[src/rtl/mwr_pkg.sv]
package mwr_pkg;

  // Leading frame bits: start bit followed by the two-bit read opcode
  localparam int unsigned READ_PREFIX_W = 3;
  localparam logic [READ_PREFIX_W-1:0] READ_PREFIX = 3'b110;

  // Sequencer states, one per kind of timed step
  typedef enum logic [3:0] {
    ST_IDLE,
    ST_SELECT,
    ST_CMD_SETUP,
    ST_CMD_LOW,
    ST_CMD_HIGH,
    ST_DAT_LOW,
    ST_DAT_HIGH,
    ST_DAT_POST,
    ST_RELEASE
  } mwrState_e;

  // Strobes from control to datapath, raised for one cycle at a step boundary
  typedef struct packed {
    logic loadCmd;   // latch frame, raise select, park clock and data low
    logic nextBit;   // put next frame bit on the data line, clock low
    logic sckLow;    // drive clock low
    logic sckHigh;   // drive clock high
    logic sampleIn;  // shift the returned data bit in
    logic allLow;    // drop select, clock and data
    logic finish;    // publish the result and pulse done
  } mwrStrobe_t;

endpackage

[src/rtl/mwr_step_timer.sv]
module mwr_step_timer #(
  parameter int unsigned HOLD_CYCLES = 4
) (
  input  logic clk,
  input  logic rstN,
  input  logic restart,
  output logic expired
);

  generate
    if (HOLD_CYCLES <= 1) begin : g_single
      // Every step is one cycle long: the step always ends at the next edge
      logic unusedTimerIn;
      assign unusedTimerIn = ^{clk, rstN, restart};
      assign expired = 1'b1;
    end else begin : g_count
      localparam int unsigned TMR_W = $clog2(HOLD_CYCLES);
      localparam logic [TMR_W-1:0] RELOAD = TMR_W'(HOLD_CYCLES - 1);

      logic [TMR_W-1:0] remain;

      always_ff @(posedge clk) begin
        if (!rstN) begin
          remain <= '0;
        end else if (restart) begin
          remain <= RELOAD;
        end else if (remain != '0) begin
          remain <= remain - 1'b1;
        end
      end

      assign expired = (remain == '0);
    end
  endgenerate

endmodule

[src/rtl/mwr_ctrl.sv]
module mwr_ctrl
  import mwr_pkg::*;
#(
  parameter int unsigned CMD_LEN = 13,
  parameter int unsigned DATA_W  = 16
) (
  input  logic       clk,
  input  logic       rstN,
  input  logic       start,
  input  logic       stepDone,
  output mwrStrobe_t strb,
  output logic       busy
);

  localparam int unsigned MAX_LEN   = (CMD_LEN > DATA_W) ? CMD_LEN : DATA_W;
  localparam int unsigned CNT_W     = $clog2(MAX_LEN);
  localparam logic [CNT_W-1:0] CMD_LAST  = CNT_W'(CMD_LEN - 1);
  localparam logic [CNT_W-1:0] DATA_LAST = CNT_W'(DATA_W - 1);

  mwrState_e        state, stateNext;
  logic [CNT_W-1:0] bitCnt, bitCntNext;

  always_comb begin
    stateNext  = state;
    bitCntNext = bitCnt;
    strb       = '0;
    unique case (state)
      ST_IDLE: begin
        if (start) begin
          stateNext    = ST_SELECT;
          strb.loadCmd = 1'b1;
          bitCntNext   = '0;
        end
      end
      ST_SELECT: begin
        if (stepDone) begin
          stateNext    = ST_CMD_SETUP;
          strb.nextBit = 1'b1;
        end
      end
      ST_CMD_SETUP: begin
        if (stepDone) begin
          stateNext   = ST_CMD_LOW;
          strb.sckLow = 1'b1;
        end
      end
      ST_CMD_LOW: begin
        if (stepDone) begin
          stateNext    = ST_CMD_HIGH;
          strb.sckHigh = 1'b1;
        end
      end
      ST_CMD_HIGH: begin
        if (stepDone) begin
          if (bitCnt == CMD_LAST) begin
            stateNext   = ST_DAT_LOW;
            strb.sckLow = 1'b1;
            bitCntNext  = '0;
          end else begin
            stateNext    = ST_CMD_SETUP;
            strb.nextBit = 1'b1;
            bitCntNext   = bitCnt + 1'b1;
          end
        end
      end
      ST_DAT_LOW: begin
        if (stepDone) begin
          stateNext    = ST_DAT_HIGH;
          strb.sckHigh = 1'b1;
        end
      end
      ST_DAT_HIGH: begin
        if (stepDone) begin
          stateNext     = ST_DAT_POST;
          strb.sampleIn = 1'b1;
        end
      end
      ST_DAT_POST: begin
        if (stepDone) begin
          if (bitCnt == DATA_LAST) begin
            stateNext   = ST_RELEASE;
            strb.allLow = 1'b1;
          end else begin
            stateNext   = ST_DAT_LOW;
            strb.sckLow = 1'b1;
            bitCntNext  = bitCnt + 1'b1;
          end
        end
      end
      ST_RELEASE: begin
        if (stepDone) begin
          stateNext   = ST_IDLE;
          strb.finish = 1'b1;
        end
      end
      default: begin
        stateNext = ST_IDLE;
      end
    endcase
  end

  always_ff @(posedge clk) begin
    if (!rstN) begin
      state  <= ST_IDLE;
      bitCnt <= '0;
    end else begin
      state  <= stateNext;
      bitCnt <= bitCntNext;
    end
  end

  assign busy = (state != ST_IDLE);

endmodule

[src/rtl/mwr_datapath.sv]
module mwr_datapath
  import mwr_pkg::*;
#(
  parameter int unsigned BYTE_ADDR_W = 11,
  parameter int unsigned WORD_ADDR_W = 10,
  parameter int unsigned DATA_W      = 16,
  parameter int unsigned HOLD_CYCLES = 4,
  parameter int unsigned USER_OFFSET = 256
) (
  input  logic                   clk,
  input  logic                   rstN,
  input  logic [BYTE_ADDR_W-1:0] byteAddr,
  input  logic                   miso,
  input  mwrStrobe_t             strb,
  output logic                   stepDone,
  output logic                   cs,
  output logic                   sck,
  output logic                   mosi,
  output logic [DATA_W-1:0]      result,
  output logic                   done
);

  localparam int unsigned CMD_LEN = READ_PREFIX_W + WORD_ADDR_W;
  localparam int unsigned SUM_W   = BYTE_ADDR_W + 1;

  logic [SUM_W-1:0]       offsetAddr;
  logic [WORD_ADDR_W-1:0] wordAddr;
  logic [CMD_LEN-1:0]     cmdShift;
  logic [DATA_W-1:0]      dataShift;
  logic                   stepRestart;

  // Byte address moved into the user area, then halved to a word address
  assign offsetAddr = {1'b0, byteAddr} + SUM_W'(USER_OFFSET);
  assign wordAddr   = offsetAddr[WORD_ADDR_W:1];

  // Every pin-changing strobe opens a new timed step
  assign stepRestart = strb.loadCmd | strb.nextBit | strb.sckLow |
                       strb.sckHigh | strb.sampleIn | strb.allLow;

  mwr_step_timer #(
    .HOLD_CYCLES(HOLD_CYCLES)
  ) u_stepTimer (
    .clk    (clk),
    .rstN   (rstN),
    .restart(stepRestart),
    .expired(stepDone)
  );

  // Frame shifter and pin drivers
  always_ff @(posedge clk) begin
    if (!rstN) begin
      cmdShift <= '0;
      cs       <= 1'b0;
      sck      <= 1'b0;
      mosi     <= 1'b0;
    end else begin
      if (strb.loadCmd) begin
        cmdShift <= {READ_PREFIX, wordAddr};
        cs       <= 1'b1;
        sck      <= 1'b0;
        mosi     <= 1'b0;
      end
      if (strb.nextBit) begin
        mosi     <= cmdShift[CMD_LEN-1];
        cmdShift <= {cmdShift[CMD_LEN-2:0], 1'b0};
        sck      <= 1'b0;
      end
      if (strb.sckLow) begin
        sck <= 1'b0;
      end
      if (strb.sckHigh) begin
        sck <= 1'b1;
      end
      if (strb.allLow) begin
        cs   <= 1'b0;
        sck  <= 1'b0;
        mosi <= 1'b0;
      end
    end
  end

  // Returned data shifter, result register and completion pulse
  always_ff @(posedge clk) begin
    if (!rstN) begin
      dataShift <= '0;
      result    <= '0;
      done      <= 1'b0;
    end else begin
      done <= strb.finish;
      if (strb.sampleIn) begin
        dataShift <= {dataShift[DATA_W-2:0], miso};
      end
      if (strb.finish) begin
        result <= dataShift;
      end
    end
  end

endmodule

[src/rtl/mwire_word_reader.sv]
module mwire_word_reader
  import mwr_pkg::*;
#(
  parameter int unsigned BYTE_ADDR_W = 11,
  parameter int unsigned WORD_ADDR_W = 10,
  parameter int unsigned DATA_W      = 16,
  parameter int unsigned HOLD_CYCLES = 4,
  parameter int unsigned USER_OFFSET = 256
) (
  input  logic                   clk,
  input  logic                   rstN,
  input  logic                   start,
  input  logic [BYTE_ADDR_W-1:0] byteAddr,
  output logic                   busy,
  output logic                   done,
  output logic [DATA_W-1:0]      wordOut,
  output logic                   eeCs,
  output logic                   eeSck,
  output logic                   eeMosi,
  input  logic                   eeMiso
);

  localparam int unsigned CMD_LEN = READ_PREFIX_W + WORD_ADDR_W;

  mwrStrobe_t strb;
  logic       stepDone;

  mwr_ctrl #(
    .CMD_LEN(CMD_LEN),
    .DATA_W (DATA_W)
  ) u_ctrl (
    .clk     (clk),
    .rstN    (rstN),
    .start   (start),
    .stepDone(stepDone),
    .strb    (strb),
    .busy    (busy)
  );

  mwr_datapath #(
    .BYTE_ADDR_W(BYTE_ADDR_W),
    .WORD_ADDR_W(WORD_ADDR_W),
    .DATA_W     (DATA_W),
    .HOLD_CYCLES(HOLD_CYCLES),
    .USER_OFFSET(USER_OFFSET)
  ) u_datapath (
    .clk     (clk),
    .rstN    (rstN),
    .byteAddr(byteAddr),
    .miso    (eeMiso),
    .strb    (strb),
    .stepDone(stepDone),
    .cs      (eeCs),
    .sck     (eeSck),
    .mosi    (eeMosi),
    .result  (wordOut),
    .done    (done)
  );

endmodule

[config.mk]
export PLATFORM = sky130hd
export DESIGN_NAME = mwire_word_reader
export DESIGN_NICKNAME = d
export VERILOG_FILES = /design/src/rtl/mwr_pkg.sv /design/src/rtl/mwr_step_timer.sv /design/src/rtl/mwr_ctrl.sv /design/src/rtl/mwr_datapath.sv /design/src/rtl/mwire_word_reader.sv
export SDC_FILE = /design/constraint.sdc
export NUM_CORES = 1
export LEC_CHECK = 0
export CAP_MARGIN = 20
export CORE_MARGIN = 3
export CORE_UTILIZATION = 50
export CTS_BUF_LIST = sky130_fd_sc_hd__clkbuf_4
export CTS_CLUSTER_DIAMETER = 60
export DETAILED_ROUTE_END_ITERATION = 16
export PLACE_DENSITY = 0.74
export SYNTH_ARGS = -nofsm -noshare
export SYNTH_HDL_FRONTEND = slang
export SYNTH_SLANG_ARGS = --single-unit
[constraint.sdc]
create_clock -name clk -period 2.1 [get_ports clk]
set_input_delay 0.21 -clock clk [delete_from_list [all_inputs] [get_ports clk]]
set_output_delay 0.21 -clock clk [all_outputs]
set_load 0.05 [all_outputs]
==> metrics.txt <==
# TYPE chip_impl_metric gauge
chip_impl_info{name="synth_area_leaders",value="sky130_fd_sc_hd__dfxtp_1 44%, sky130_fd_sc_hd__mux2i_1 8.1%, sky130_fd_sc_hd__nand2_1 6.9%, sky130_fd_sc_hd__a21oi_1 5.0%, sky130_fd_sc_hd__o221ai_1 3.2%"} 1
chip_impl_metric{name="ctsHtreeMaxLevel",unit=""} 3
chip_impl_metric{name="synthDominantCellAreaShare",unit=""} 0.436
chip_impl_metric{name="rrSetupSlack",unit="ns"} 0.15
chip_impl_metric{name="power_switching",unit="mW"} 1.13
chip_impl_metric{name="syn_nets",unit=""} 331
chip_impl_metric{name="max_freq",unit="MHz"} 512
chip_impl_info{name="run_status",value="completed"} 1
chip_impl_metric{name="drt_pass1_iterations",unit=""} 4
chip_impl_metric{name="drt_first_iter_violations",unit=""} 213
chip_impl_metric{name="tns",unit="ns"} 0
chip_impl_metric{name="cts.repair_timing.setup_buffer_count",unit=""} 0
chip_impl_metric{name="min_setup_slack_post_route",unit="ns"} 0.148
chip_impl_metric{name="max_slew.worst_pin.slew",unit="ns"} 0.641
chip_impl_metric{name="avgSynthCellArea",unit="um2"} 8.71
chip_impl_metric{name="period_needed",unit="ns"} 1.95
chip_impl_metric{name="postSynthRegisterBits",unit=""} 59
chip_impl_metric{name="internal_power",unit="mW"} 2.29
chip_impl_metric{name="die-area",unit="um2"} 6340
chip_impl_info{name="crit_path_end_kind",value="flop"} 1
chip_impl_metric{name="antenna_cells_inserted",unit=""} 0
chip_impl_metric{name="finalSetupViolCount",unit=""} 0
chip_impl_info{name="reg2reg_from",value="u_ctrl.state[2]$_SDFFE_PN0P_"} 1
chip_impl_metric{name="floorplan.core_area",unit="um2"} 5170
chip_impl_metric{name="power.share.sequential",unit=""} 0.391
chip_impl_metric{name="via_density_per_instance",unit=""} 5.57
chip_impl_info{name="worst_min_delay_path_startpoint",value="eeMiso"} 1
chip_impl_metric{name="post_drt_wl_per_cell",unit="um"} 13.8
chip_impl_metric{name="drive_above_1_share",unit=""} 0.113
chip_impl_metric{name="fin_nets",unit=""} 370
chip_impl_metric{name="floorplan.die.width",unit="um"} 79.6
chip_impl_metric{name="holdBufCountCts",unit=""} 0
chip_impl_metric{name="port_buffers",unit=""} 34
chip_impl_metric{name="fillerInstances",unit=""} 437
chip_impl_metric{name="place_congestion",unit=""} 0.827
chip_impl_metric{name="yosysSeqAreaShare",unit=""} 0.436
chip_impl_metric{name="clk_latency",unit="ns"} 0.40
chip_impl_info{name="hold_path_class",value="input port to flop"} 1
chip_impl_metric{name="fp-row-count",unit=""} 26
chip_impl_metric{name="cts_buffers",unit=""} 9
chip_impl_info{name="end_of_the_worst_hold_path",value="u_datapath.dataShift[0]$_SDFFE_PN0P_"} 1
chip_impl_info{name="synth-main-ff-cell",value="sky130_fd_sc_hd__dfxtp_1"} 1
chip_impl_metric{name="first_global_vias",unit=""} 2183
chip_impl_metric{name="groute.usage.overall",unit=""} 0.201
chip_impl_metric{name="hold_viol",unit=""} 0
chip_impl_info{name="worst_setup_path_start_kind",value="flop"} 1
chip_impl_metric{name="synth_warnings",unit=""} 0
chip_impl_metric{name="cts.path.max_buffers",unit=""} 2
chip_impl_metric{name="power.switching_fraction",unit=""} 0.331
chip_impl_info{name="criticalPathCategory",value="flop to flop"} 1
chip_impl_metric{name="worst_setup_hold_path_clk_slew",unit="ns"} 0.10
chip_impl_info{name="rsz_0062_raised_after_global_routing",value="false"} 1
chip_impl_metric{name="syn_inst",unit=""} 311
chip_impl_metric{name="slew-limit-headroom",unit=""} 0.572
chip_impl_metric{name="timing.final.crit_share",unit=""} 0.930
chip_impl_metric{name="max_cap_viol",unit=""} 0
chip_impl_metric{name="via_count",unit=""} 2363
chip_impl_metric{name="die_height",unit="um"} 79.6
chip_impl_metric{name="power_per_cell_area",unit="nW/um2"} 1020
chip_impl_metric{name="fin_worst_skew",unit="ns"} 0.0135
chip_impl_metric{name="worst_ir_drop_vdd",unit="mV"} 0.628
chip_impl_info{name="synth_area_leader_cell",value="sky130_fd_sc_hd__dfxtp_1"} 1
chip_impl_metric{name="antenna_found_initial",unit=""} 0
chip_impl_metric{name="p_leak",unit="nW"} 1.34
chip_impl_metric{name="ioPinCount",unit=""} 36
chip_impl_metric{name="post-place-ws",unit="ns"} 0.133
chip_impl_metric{name="maxSlewViolCount",unit=""} 0
chip_impl_metric{name="worstHoldPathCells",unit=""} 3
chip_impl_metric{name="grt_max_degree",unit=""} 32
chip_impl_info{name="crit-reg2reg-capture",value="u_ctrl.bitCnt[3]$_SDFFE_PN0P_"} 1
chip_impl_metric{name="combinationalPowerShare",unit=""} 0.312
chip_impl_metric{name="async_flop_share",unit=""} 0
chip_impl_metric{name="totalPowerFinal",unit="mW"} 3.42
chip_impl_metric{name="cts.sink_count",unit=""} 59
chip_impl_metric{name="floorplan.initialDensity",unit=""} 0.524
chip_impl_metric{name="synth_edf_count",unit=""} 0
chip_impl_metric{name="drt.antenna.violating_nets",unit=""} 0
chip_impl_metric{name="drt-total-wl",unit="um"} 5830
chip_impl_metric{name="grt-ovfl-total",unit=""} 0
chip_impl_metric{name="yosysUniqueCellTypes",unit=""} 50
chip_impl_metric{name="grt_first_pass_wirelength",unit="um"} 10000
chip_impl_info{name="cts_root_buffer",value="sky130_fd_sc_hd__clkbuf_4"} 1
chip_impl_metric{name="dp.final_hpwl",unit="um"} 4070
chip_impl_info{name="tritoncts_clock_tree",value="built"} 1
chip_impl_metric{name="drc",unit=""} 0
chip_impl_metric{name="worst_ep_arrival_time",unit="ns"} 2.25
chip_impl_metric{name="worst-endpoint-required",unit="ns"} 2.40
chip_impl_metric{name="worst_r2r_path_depth",unit=""} 5
chip_impl_metric{name="synthToLayoutAreaGrowth",unit="%"} 23.9
chip_impl_metric{name="critPathMaxFanout",unit=""} 16
chip_impl_metric{name="netlist_area",unit="um2"} 2710
chip_impl_metric{name="power.share.clock",unit=""} 0.296
## cell usage in the layout, fill, tap and decap left out, types with 3 or more instances in the layout
cell type and count:
sky130_fd_sc_hd__dfxtp_1 59, sky130_fd_sc_hd__nand2_1 50, sky130_fd_sc_hd__clkdlybuf4s50_1 33, sky130_fd_sc_hd__a21oi_1 27, sky130_fd_sc_hd__mux2i_1 22, sky130_fd_sc_hd__nor2_1 21
sky130_fd_sc_hd__inv_1 18, sky130_fd_sc_hd__buf_4 13, sky130_fd_sc_hd__o221ai_1 10, sky130_fd_sc_hd__clkbuf_4 10, sky130_fd_sc_hd__nand3_1 8, sky130_fd_sc_hd__o21ai_0 6
sky130_fd_sc_hd__and3_1 6, sky130_fd_sc_hd__o211ai_1 5, sky130_fd_sc_hd__nor2b_1 4, sky130_fd_sc_hd__ha_1 4, sky130_fd_sc_hd__nor3_1 3, sky130_fd_sc_hd__a31o_2 3
sky130_fd_sc_hd__xor2_1 3, sky130_fd_sc_hd__nor3b_1 3, sky130_fd_sc_hd__bufinv_16 3
## critical path: stages, from the launching register on
cell and delay, ns:
sky130_fd_sc_hd__dfxtp_1 0.74, sky130_fd_sc_hd__buf_4 0.26, sky130_fd_sc_hd__and3_1 0.26, sky130_fd_sc_hd__a21o_1 0.21, sky130_fd_sc_hd__o211ai_1 0.12, sky130_fd_sc_hd__a32o_1 0.28
## worst max path at each step
stage,endpoint,cells after the start,from,slack (ns)
after detailed placement,u_ctrl.bitCnt[3]$_SDFFE_PN0P_,6,u_datapath.u_stepTimer.g_count.remain[0]$_SDFFE_PN0P_,0.13
after global routing,u_ctrl.bitCnt[3]$_SDFFE_PN0P_,5,u_ctrl.state[2]$_SDFFE_PN0P_,0.02
final,u_ctrl.bitCnt[3]$_SDFFE_PN0P_,5,u_ctrl.state[2]$_SDFFE_PN0P_,0.15
after CTS,busy,3,u_ctrl.state[0]$_SDFFE_PN0P_,0.09
after floorplan,u_ctrl.state[0]$_SDFFE_PN0P_,7,u_datapath.u_stepTimer.g_count.remain[0]$_SDFFE_PN0P_,0.42
after global placement,u_ctrl.bitCnt[3]$_SDFFE_PN0P_,6,u_datapath.u_stepTimer.g_count.remain[0]$_SDFFE_PN0P_,0.18
## flip-flops by register name, summed over array words and instances (netlist names)
name	flops
u_ctrl.bitCnt	4
u_ctrl.state	4
u_datapath.cmdShift	13
u_datapath.cs	1
u_datapath.dataShift	16
u_datapath.done	1
u_datapath.mosi	1
u_datapath.result	16
u_datapath.sck	1
u_datapath.u_stepTimer.g_count.remain	2
## metal layers
metal,wire [um],global-route usage,vias up
li1,-,-,1182
met5,0,0,-
met4,73,0.0876,0
met2,2680,0.312,60
met1,2780,0.264,1113
met3,296,0.0474,8
## cells by family after synthesis
kind of cell             count (synthesis)  share of synthesized area
AO/OA/AOI/OAI                           71                      0.184
XOR/XNOR                                 3                    0.00970
adder cells (fa/ha/maj)                  5                     0.0231
buffers and inverters                   38                     0.0633
flip-flops                              59                      0.436
multiplexers                            23                     0.0854
AND/OR/NAND/NOR                        112                      0.198
## cells in the mapped netlist (3+ instances only)
| cell | count |
|---|---|
| sky130_fd_sc_hd__a21oi_1 | 27 |
| sky130_fd_sc_hd__a31o_2 | 3 |
| sky130_fd_sc_hd__and3_1 | 6 |
| sky130_fd_sc_hd__buf_2 | 7 |
| sky130_fd_sc_hd__buf_4 | 3 |
| sky130_fd_sc_hd__clkbuf_1 | 8 |
| sky130_fd_sc_hd__dfxtp_1 | 59 |
| sky130_fd_sc_hd__ha_1 | 5 |
| sky130_fd_sc_hd__inv_1 | 18 |
| sky130_fd_sc_hd__mux2i_1 | 22 |
| sky130_fd_sc_hd__nand2_1 | 50 |
| sky130_fd_sc_hd__nand3_1 | 8 |
| sky130_fd_sc_hd__nor2_1 | 21 |
| sky130_fd_sc_hd__nor2b_1 | 4 |
| sky130_fd_sc_hd__nor3_1 | 3 |
| sky130_fd_sc_hd__nor3b_1 | 3 |
| sky130_fd_sc_hd__o211ai_1 | 5 |
| sky130_fd_sc_hd__o21ai_0 | 6 |
| sky130_fd_sc_hd__o221ai_1 | 10 |
| sky130_fd_sc_hd__xor2_1 | 3 |
## final cells by class
cell class                 count  area [um2]  area share
multi-input combinational    214        1370       0.409
sequential                    59        1180       0.352
timing repair buffer          48         468       0.139
clock inverter                 5         103      0.0306
tap                           70        87.6      0.0261
clock buffer                  10        75.1      0.0224
inverter                      18        67.6      0.0201
## power groups by stage
stage | clock network, mW | logic, mW | registers, mW
after floorplan | 0 | 0.801 | 1.32
after global placement | 0 | 1.01 | 1.35
after detailed placement | 0 | 1.03 | 1.35
after CTS | 1.03 | 1.04 | 1.33
after global routing | 1.08 | 1.18 | 1.35
final | 1.01 | 1.07 | 1.34
## per-stage QoR
| step | area [um2] | util | hold WS [ns] | std cells |
|---|---|---|---|---|
| 3_3_place_gp | 3160 | 0.611 | 0.443 | 409 |
| 5_1_grt | 3360 | 0.649 | 0.391 | 424 |
| 4_1_cts | 3340 | 0.647 | 0.365 | 424 |
| 2_1_floorplan | 2710 | - | 0.326 | 311 |
| 6_report | 3360 | 0.649 | 0.382 | 424 |
| 3_5_place_dp | 3160 | 0.611 | 0.458 | 409 |
## repair_timing
item | 4_1_cts | 5_1_grt
hold endpoints to repair | 0 | 0
setup endpoints to repair | 1 | 2
resized for setup | 1 | 2
Note: power is estimated with default switching activity, not from simulation.
